$ cat config.mk
export PLATFORM = sky130hd
export DESIGN_NAME = seq_irq_ctrl
export DESIGN_NICKNAME = d
export VERILOG_FILES = /design/src/rtl/irq_pkg.sv /design/src/rtl/seq_flag_fsm.sv /design/src/rtl/evt_flag.sv /design/src/rtl/irq_combine.sv /design/src/rtl/seq_irq_ctrl.sv
export SDC_FILE = /design/constraint.sdc
export NUM_CORES = 1
export LEC_CHECK = 0
export BUFFER_PORTS_ARGS = -buffer_cell sky130_fd_sc_hd__buf_2
export CAP_MARGIN = 15
export CELL_PAD_IN_SITES_DETAIL_PLACEMENT = 2
export CELL_PAD_IN_SITES_GLOBAL_PLACEMENT = 2
export CORE_MARGIN = 2
export CORE_UTILIZATION = 18
export DETAILED_ROUTE_END_ITERATION = 8
export PLACE_DENSITY = 0.68
export SLEW_MARGIN = 20
export SYNTH_ARGS = -nofsm -noshare
export SYNTH_HDL_FRONTEND = slang
export SYNTH_SLANG_ARGS = --single-unit
$ cat constraint.sdc
create_clock -name clk -period 1.8 [get_ports clk]
set_clock_uncertainty 0.15 [all_clocks]
set_input_delay 0.36 -clock clk [delete_from_list [all_inputs] [get_ports clk]]
set_output_delay 0.36 -clock clk [all_outputs]
set_load 0.05 [all_outputs]
$ cat src/rtl/irq_pkg.sv
package irq_pkg;

    // encoding: bit 1 = sequence latched, bit 0 = result valid
    typedef enum logic [1:0] {
        SQ_EMPTY = 2'b00,
        SQ_VALID = 2'b01,
        SQ_DONE  = 2'b10,
        SQ_BOTH  = 2'b11
    } seq_st_t;

    typedef enum logic {
        EV_IDLE = 1'b0,
        EV_PEND = 1'b1
    } evt_st_t;

    function automatic seq_st_t seq_pack(input logic latched, input logic valid);
        return seq_st_t'({latched, valid});
    endfunction

endpackage

$ cat src/rtl/seq_flag_fsm.sv
module seq_flag_fsm
    import irq_pkg::*;
(
    input  logic clk,
    input  logic rst_n,
    input  logic mode,
    input  logic conv_done,
    input  logic seq_done,
    input  logic rd_result,
    input  logic clr_req,
    output logic flag,
    output logic valid,
    output logic ovr_hit
);

    seq_st_t state;
    seq_st_t state_nxt;
    logic    latched;
    logic    set_latch;

    always_ff @(posedge clk or negedge rst_n) begin
        if (!rst_n) begin
            state <= SQ_EMPTY;
        end else begin
            state <= state_nxt;
        end
    end

    always_comb begin
        set_latch = mode & seq_done;
        state_nxt = state;
        unique case (state)
            SQ_EMPTY: state_nxt = seq_pack(set_latch, conv_done);
            SQ_VALID: state_nxt = seq_pack(set_latch, conv_done | ~rd_result);
            SQ_DONE:  state_nxt = seq_pack(set_latch | ~clr_req, conv_done);
            SQ_BOTH:  state_nxt = seq_pack(set_latch | ~clr_req, conv_done | ~rd_result);
            default:  state_nxt = SQ_EMPTY;
        endcase
    end

    always_comb begin
        valid   = (state == SQ_VALID) || (state == SQ_BOTH);
        latched = (state == SQ_DONE) || (state == SQ_BOTH);
        flag    = mode ? latched : valid;
        ovr_hit = conv_done & valid & ~rd_result;
    end


    conv_set_chk: assert property (@(posedge clk) disable iff (!rst_n)
        conv_done |=> valid);


    rd_clr_chk: assert property (@(posedge clk) disable iff (!rst_n)
        (rd_result && !conv_done) |=> !valid);


    latch_hold_chk: assert property (@(posedge clk) disable iff (!rst_n)
        (latched && !clr_req) |=> latched);


    latch_clr_chk: assert property (@(posedge clk) disable iff (!rst_n)
        (clr_req && !(mode && seq_done)) |=> !latched);


    mode0_latch_chk: assert property (@(posedge clk) disable iff (!rst_n)
        (!mode && !latched) |=> !latched);

endmodule

$ cat src/rtl/evt_flag.sv
module evt_flag
    import irq_pkg::*;
(
    input  logic clk,
    input  logic rst_n,
    input  logic set_evt,
    input  logic clr_evt,
    output logic flag
);

    evt_st_t state;
    evt_st_t state_nxt;

    always_ff @(posedge clk or negedge rst_n) begin
        if (!rst_n) begin
            state <= EV_IDLE;
        end else begin
            state <= state_nxt;
        end
    end

    always_comb begin
        state_nxt = state;
        unique case (state)
            EV_IDLE: if (set_evt) state_nxt = EV_PEND;
            EV_PEND: if (clr_evt && !set_evt) state_nxt = EV_IDLE;
            default: state_nxt = EV_IDLE;
        endcase
    end

    always_comb begin
        flag = (state == EV_PEND);
    end


    set_wins_chk: assert property (@(posedge clk) disable iff (!rst_n)
        set_evt |=> flag);


    clr_chk: assert property (@(posedge clk) disable iff (!rst_n)
        (clr_evt && !set_evt) |=> !flag);

endmodule

$ cat src/rtl/irq_combine.sv
module irq_combine #(
    parameter int N_SRC = 4
) (
    input  logic [N_SRC-1:0] flags,
    input  logic [N_SRC-1:0] en,
    output logic             irq
);

    logic [N_SRC-1:0] masked;

    for (genvar g = 0; g < N_SRC; g++) begin : g_mask
        assign masked[g] = flags[g] & en[g];
    end

    assign irq = |masked;


    always_comb begin
        mask_off_chk: assert (!(en == '0 && irq));
    end

endmodule

$ cat src/rtl/seq_irq_ctrl.sv
module seq_irq_ctrl #(
    parameter int N_SEQ = 2
) (
    input  logic             clk,
    input  logic             rst_n,
    input  logic [N_SEQ-1:0] seq_mode,
    input  logic [N_SEQ-1:0] conv_done,
    input  logic [N_SEQ-1:0] seq_done,
    input  logic [N_SEQ-1:0] rd_result,
    input  logic [N_SEQ+1:0] w1c,
    input  logic [N_SEQ-1:0] dma_ack,
    input  logic             thr_evt,
    input  logic [N_SEQ+1:0] int_en,
    output logic [N_SEQ+1:0] flags,
    output logic [N_SEQ-1:0] rslt_valid,
    output logic             irq
);

    localparam int N_SRC   = N_SEQ + 2;
    localparam int THR_BIT = N_SEQ;
    localparam int OVR_BIT = N_SEQ + 1;

    logic [N_SEQ-1:0] seq_flag;
    logic [N_SEQ-1:0] ovr_hit;
    logic             thr_flag;
    logic             ovr_flag;

    for (genvar s = 0; s < N_SEQ; s++) begin : g_seq
        seq_flag_fsm u_seq (
            .clk       (clk),
            .rst_n     (rst_n),
            .mode      (seq_mode[s]),
            .conv_done (conv_done[s]),
            .seq_done  (seq_done[s]),
            .rd_result (rd_result[s]),
            .clr_req   (w1c[s] | dma_ack[s]),
            .flag      (seq_flag[s]),
            .valid     (rslt_valid[s]),
            .ovr_hit   (ovr_hit[s])
        );
    end

    evt_flag u_thr (
        .clk     (clk),
        .rst_n   (rst_n),
        .set_evt (thr_evt),
        .clr_evt (w1c[THR_BIT]),
        .flag    (thr_flag)
    );

    evt_flag u_ovr (
        .clk     (clk),
        .rst_n   (rst_n),
        .set_evt (|ovr_hit),
        .clr_evt (w1c[OVR_BIT]),
        .flag    (ovr_flag)
    );

    assign flags = {ovr_flag, thr_flag, seq_flag};

    irq_combine #(.N_SRC(N_SRC)) u_comb (
        .flags (flags),
        .en    (int_en),
        .irq   (irq)
    );


    ovr_raise_chk: assert property (@(posedge clk) disable iff (!rst_n)
        (|(conv_done & rslt_valid & ~rd_result)) |=> flags[OVR_BIT]);


    en_keep_chk: assert property (@(posedge clk) disable iff (!rst_n)
        (int_en != $past(int_en) && conv_done == '0 && seq_done == '0 && rd_result == '0
         && w1c == '0 && dma_ack == '0 && !thr_evt && !$past(thr_evt)) |-> $stable(flags[N_SEQ]));

endmodule

After elaboration in Yosys (flattened, before gate mapping)
Index checks and enable logic that the tools add are counted.
- bits in registers: 6
- input port bits: 21
- output and inout bits: 7
- equal/unequal tests: 6
- multiplexer cells: 10
- bitwise operators: 22
- reductions and logical operators: 12
- operators with widths (kind ; count):
    one-hot mux 2 bit (4 select lines) ; 2
    bitwise AND 1 bit ; 10
    == test 2 bit, second input constant ; 4
    2-to-1 mux 1 bit ; 6
    inverter 1 bit ; 6
    OR 1 bit ; 6
    == test 2 x 1 -> 1 bit, second input constant ; 2
    zero test 2 bit ; 2
    logical OR 1 bit ; 4
    one-hot mux 1 bit (2 select lines) ; 2
    OR reduction 4 bit ; 1
    logical AND 1 bit ; 2
    zero test 1 bit ; 2
    OR reduction 2 bit ; 1

Logic depth before layout (Yosys ltp)
- word-level depth: 9
- depth in mapped cells: 2

Modules after synthesis
A second synthesis with hierarchy kept.
- cell total of the unflattened synthesis: 34
- area, all modules: 322.8 um2
- modules (own cells, without submodules) (module ; instances ; cells each ; area an instance (um2) ; sequential area each (um2)):
    seq_flag_fsm ; 2 ; 10 ; 98.8 ; 50.0
    evt_flag ; 2 ; 3 ; 36.3 ; 25.0
    seq_irq_ctrl ; 1 ; 5 ; 33.8 ; 0.0
    irq_combine ; 1 ; 3 ; 18.8 ; 0.0

Worst setup path before layout
OpenSTA, ideal clock, no wires.
- path type: reg-to-output
- from: register g_seq[0].u_seq.state[0]
- to: output irq
- data arrival time: 1.187 ns
- data required time: 1.290 ns
- path slack: 0.103 ns
- cell stages (with the launch flop): 3
- buffers on the path: 0
- path through: dfrtp_1 > mux2_4 > a221o_1
- longest elaborated chain between the ends: 5
- ends and longest elaborated chain (item ; RTL line ; text):
    start: declaration ; seq_flag_fsm.sv:16 ; seq_st_t state;
    start signal: assignment ; seq_flag_fsm.sv:25 ; state <= state_nxt;
    == test 2 x 1 -> 1 bit, or another cell as far along ; seq_flag_fsm.sv:42 ; valid = (state == SQ_VALID) || (state == SQ_BOTH);
    logical OR 1 bit (on tied branches) ; seq_flag_fsm.sv:42, seq_flag_fsm.sv:43 ;
    2-to-1 mux 1 bit * ; seq_flag_fsm.sv:44 ; flag = mode ? latched : valid;
    named net g_seq[0].u_seq.flag ; seq_flag_fsm.sv:11 ; output logic flag,
    bitwise AND 1 bit * ; irq_combine.sv:12 ; assign masked[g] = flags[g] & en[g];
    OR reduction 4 bit * ; irq_combine.sv:15 ; assign irq = |masked;
    end: declaration ; seq_irq_ctrl.sv:16 ; output logic irq
Mark *: on every way through the listed nets, which the timed path passes. The rest lies on a longest branch.

Worst setup path in the final report
- from: register g_seq[0].u_seq.state[0]
- to: output irq
- longest elaborated chain between the ends: 5
- ends and longest elaborated chain (item ; RTL line):
    == test 2 x 1 -> 1 bit, or another cell as far along ; seq_flag_fsm.sv:42
    logical OR 1 bit (on tied branches) ; seq_flag_fsm.sv:42, seq_flag_fsm.sv:43
    2-to-1 mux 1 bit * ; seq_flag_fsm.sv:44
    bitwise AND 1 bit * ; irq_combine.sv:12
    OR reduction 4 bit * ; irq_combine.sv:15
Mark *: on every way between the ends. The rest lies on a longest branch, timed or not.

==> qor.csv <==
stage,metric,value,unit
yosys,ys flop type,dfrtp_1,
yosys,register area share after synthesis,45.1,%
floorplan,die extent in y,47,um
route,via/cell ratio,3.85,
global_routing,initial antenna violation count,0,
yosys,leading area contributor after synthesis,dfrtp_1,
yosys,synth top area cells,"dfrtp_1 (45%), buf_4 (14%), a21o_1 (6.8%), a22o_1 (5.3%), mux2_4 (4.5%)",
yosys,share of the synthesized area in the top cell type,45.1,%
clock_tree,clock-pin slew on the worst setup and hold paths,0.04,ns
setup_path,worst path required time,1.29,ns
clock_tree,CTS Buf Count,3,
yosys,"flops & latches, synth",6,
placed_design,Buffers on Ports,27,
global_routing,grt total ovfl,0,
route,drt drc,0,
clock_tree,Sink Count,6,
timing,final setup vio count,1,
timing,Slew headroom,83.3,%
pwr,total power,0.410,mW
timing,"Slew Viols, Final",0,
route,vias,316,
setup_path,worst endpoint data arrival time,1.38,ns
timing,Final Hold Viols,0,
outcome,status,finished with violations,
setup_path,Stages on worst setup path,3,
floorplan,Core Box Area,1730,sq um
clock_tree,TritonCTS clock tree,done,
clock_tree,CTS H-tree lvls,1,
timing,Final Critical Period,1.89,ns
global_routing,largest net degree at the start of global routing,7,
yosys,Mapped Area,333,sq um
global_routing,first-pass GRT wire length,1.24,mm
yosys,"Net Count, Synth",52,
setup_path,maximum cell stage delay along the critical path,0.37,ns
yosys,number of flops mapped to enable cells by yosys,0,
yosys,"Distinct cells, synth",14,
setup_path,Crit Path Max Fanout,2,
setup_path,CP Launch Type,flip-flop,
yosys,Syn Area/Cell,10.7,sq um
timing,setup tns final,-0.0889,ns
yosys,Synth Instances,31,
setup_path,reg-to-reg endpoint,u_ovr.flag,
setup_path,Crit path buffers/inverters,1,
yosys,Syn. warnings,0,
setup_path,reg2reg path depth,4,
final_layout,ANT cells,0,
floorplan,die area,2210,sq um
timing,Final Cycle Share,105,%
yosys,Post-synth top cells,"buf_4 (6), dfrtp_1 (6), a21o_1 (3), inv_1 (3)",
placed_design,routability cong.,0.583,
final_layout,Filler cells,209,
outcome,violated checks,setup timing,
timing,Worst-Margin Slew,0.253,ns
route,initial DRC count,2,
pwr,static leakage,0.282,nW
setup_path,Worst Setup EP,irq,
global_routing,total track usage,8.32,%
floorplan,row count,15,
timing,final hold slack,0.143,ns
floorplan,starting density of the core,19.3,%
route,routed wire length,869,um
pwr,PwrDens,807,nW/um^2
floorplan,chip width,47,um
timing,FMAX,529,MHz
final_layout,Total Nets Final,80,
setup_path,reg-to-reg setup timing slack,0.47,ns
setup_path,CP top delay family,flip-flops,
final_layout,layout cells sized above 1,63.2,%
job,max-cap violations,0,
clock_tree,CTS Buffer Depth,2,
route,DR pass1 iterations,2,
placed_design,hpwl dp,730,um
timing,RSZ-0062 raised after global routing,true,
min_path,HP Class,in2reg,
timing,worst setup margin,-0.0889,ns
route,Final ANT Viol Nets,0,
setup_path,Worst path slowest cell,dfrtp_1,
global_routing,vias in the first global route,348,
pwr,VDD IR max,0.000192,V
setup_path,worst-path cell chain,"mux2_4, a221o_1, buf_6",
floorplan,# IOs,28,
clock_tree,Worst-Skew Late Latency,0.24,ns
route,WL per Instance,10.6,um
final_layout,P&R area growth vs syn,52.6,%
clock_tree,CTS root buffer,clkbuf_4,
setup_path,critical path type,reg2out,
yosys,post-synthesis async set-or-reset flop share,100,%
setup_path,crit path launch,g_seq[0].u_seq.state[0],
setup_path,CP Capture Type,primary output,
setup_path,worst flop-to-flop path startpoint,g_seq[0].u_seq.state[0],
-- worst reg2reg max path: cells and delay by family, from the launching register on --
family          cells  cell delay [ns]
compound gates      1             0.26
buf+inv             2             0.26
flops               1             0.37
simple gates        1             0.17
-- report_power, final --
group,leakage [nW],total (mW),switching (mW),internal (mW)
logic,0.199,0.136,0.0807,0.0548
registers,0.0694,0.152,0.00641,0.146
clock network,0.0138,0.122,0.0467,0.0753
total,0.282,0.410,0.134,0.276
-- per-layer routing --
layer / GRT usage [%] / vias up / share of wire (%)
li1: - / 153 / -
met1: 8.16 / 141 / 37
met2: 13.4 / 22 / 48
met3: 3.85 / 0 / 15
met4: 6.67 / 0 / 0
met5: 0 / - / 0
-- flip-flops by register name, summed over array words and instances (netlist names) --
register and flops:
g_seq.u_seq.state 4, u_thr.flag 1, u_ovr.flag 1
-- per-stage QoR --
stage / setup WS (ns) / instances / util [%] / cell area (sq um)
floorplan: 0.103 / 31 / - / 333
finish: -0.0889 / 82 / 29.4 / 508
global placement: -0.0201 / 76 / 26.3 / 454
CTS: -0.0937 / 81 / 29.0 / 500
global route: -0.130 / 82 / 29.4 / 508
detailed placement: -0.0230 / 76 / 26.3 / 454
-- worst min-delay path by stage --
| stage | from | endpoint | slack [ns] | depth (start not counted) |
|---|---|---|---|---|
| floorplan | rst_n | g_seq[0].u_seq.state[0] | -0.09 | 0 |
| global placement | rst_n | u_thr.flag | 0.04 | 1 |
| detailed placement | rst_n | u_thr.flag | 0.04 | 1 |
| CTS | thr_evt | u_thr.flag | 0.14 | 2 |
| global route | thr_evt | u_thr.flag | 0.14 | 2 |
| finish | thr_evt | u_thr.flag | 0.14 | 2 |
-- placed cells by master (no fill, tap or decap) --
cell type	synthesis	final
and3b_1	1	1
buf_6	0	1
mux2_2	1	1
clkbuf_4	0	3
a22o_1	2	2
a221o_1	1	1
a22o_2	1	1
inv_1	3	3
a21o_1	3	3
buf_2	0	26
mux2_4	1	1
nor2_1	2	2
dfrtp_1	6	6
buf_4	6	3
a311o_1	1	1
nor2b_1	1	1
dlygate4sd3_1	0	1
-- repair_timing --
item,CTS,global route
pin swaps,1,0
endpoints found under the hold margin,6,0
buffers inserted,1,1
hold buffers,1,0
setup endpoints to repair,1,1
resized for setup,2,0
-- cell families (layout without fill, tap and decap cells) --
group                  count (synthesis)  in the layout  share of synthesized area (%)
multiplexers                           2              2                           7.89
flip-flops                             6              6                           45.1
buffers and inverters                 11             37                           19.2
AO/OA/AOI/OAI                          8              8                           21.1
AND/OR/NAND/NOR                        4              4                           6.77
-- final cells by class --
cell class	count	area [sq um]	share of cell area [%]
Sequential cell	6	150	29.6
Multi-Input combinational cell	14	119	23.4
Timing Repair Buffer	31	174	34.2
Inverter	3	11.3	2.22
Tap cell	25	31.3	6.16
Clock buffer	3	22.5	4.43
Note: power is estimated with default switching activity, not from simulation.
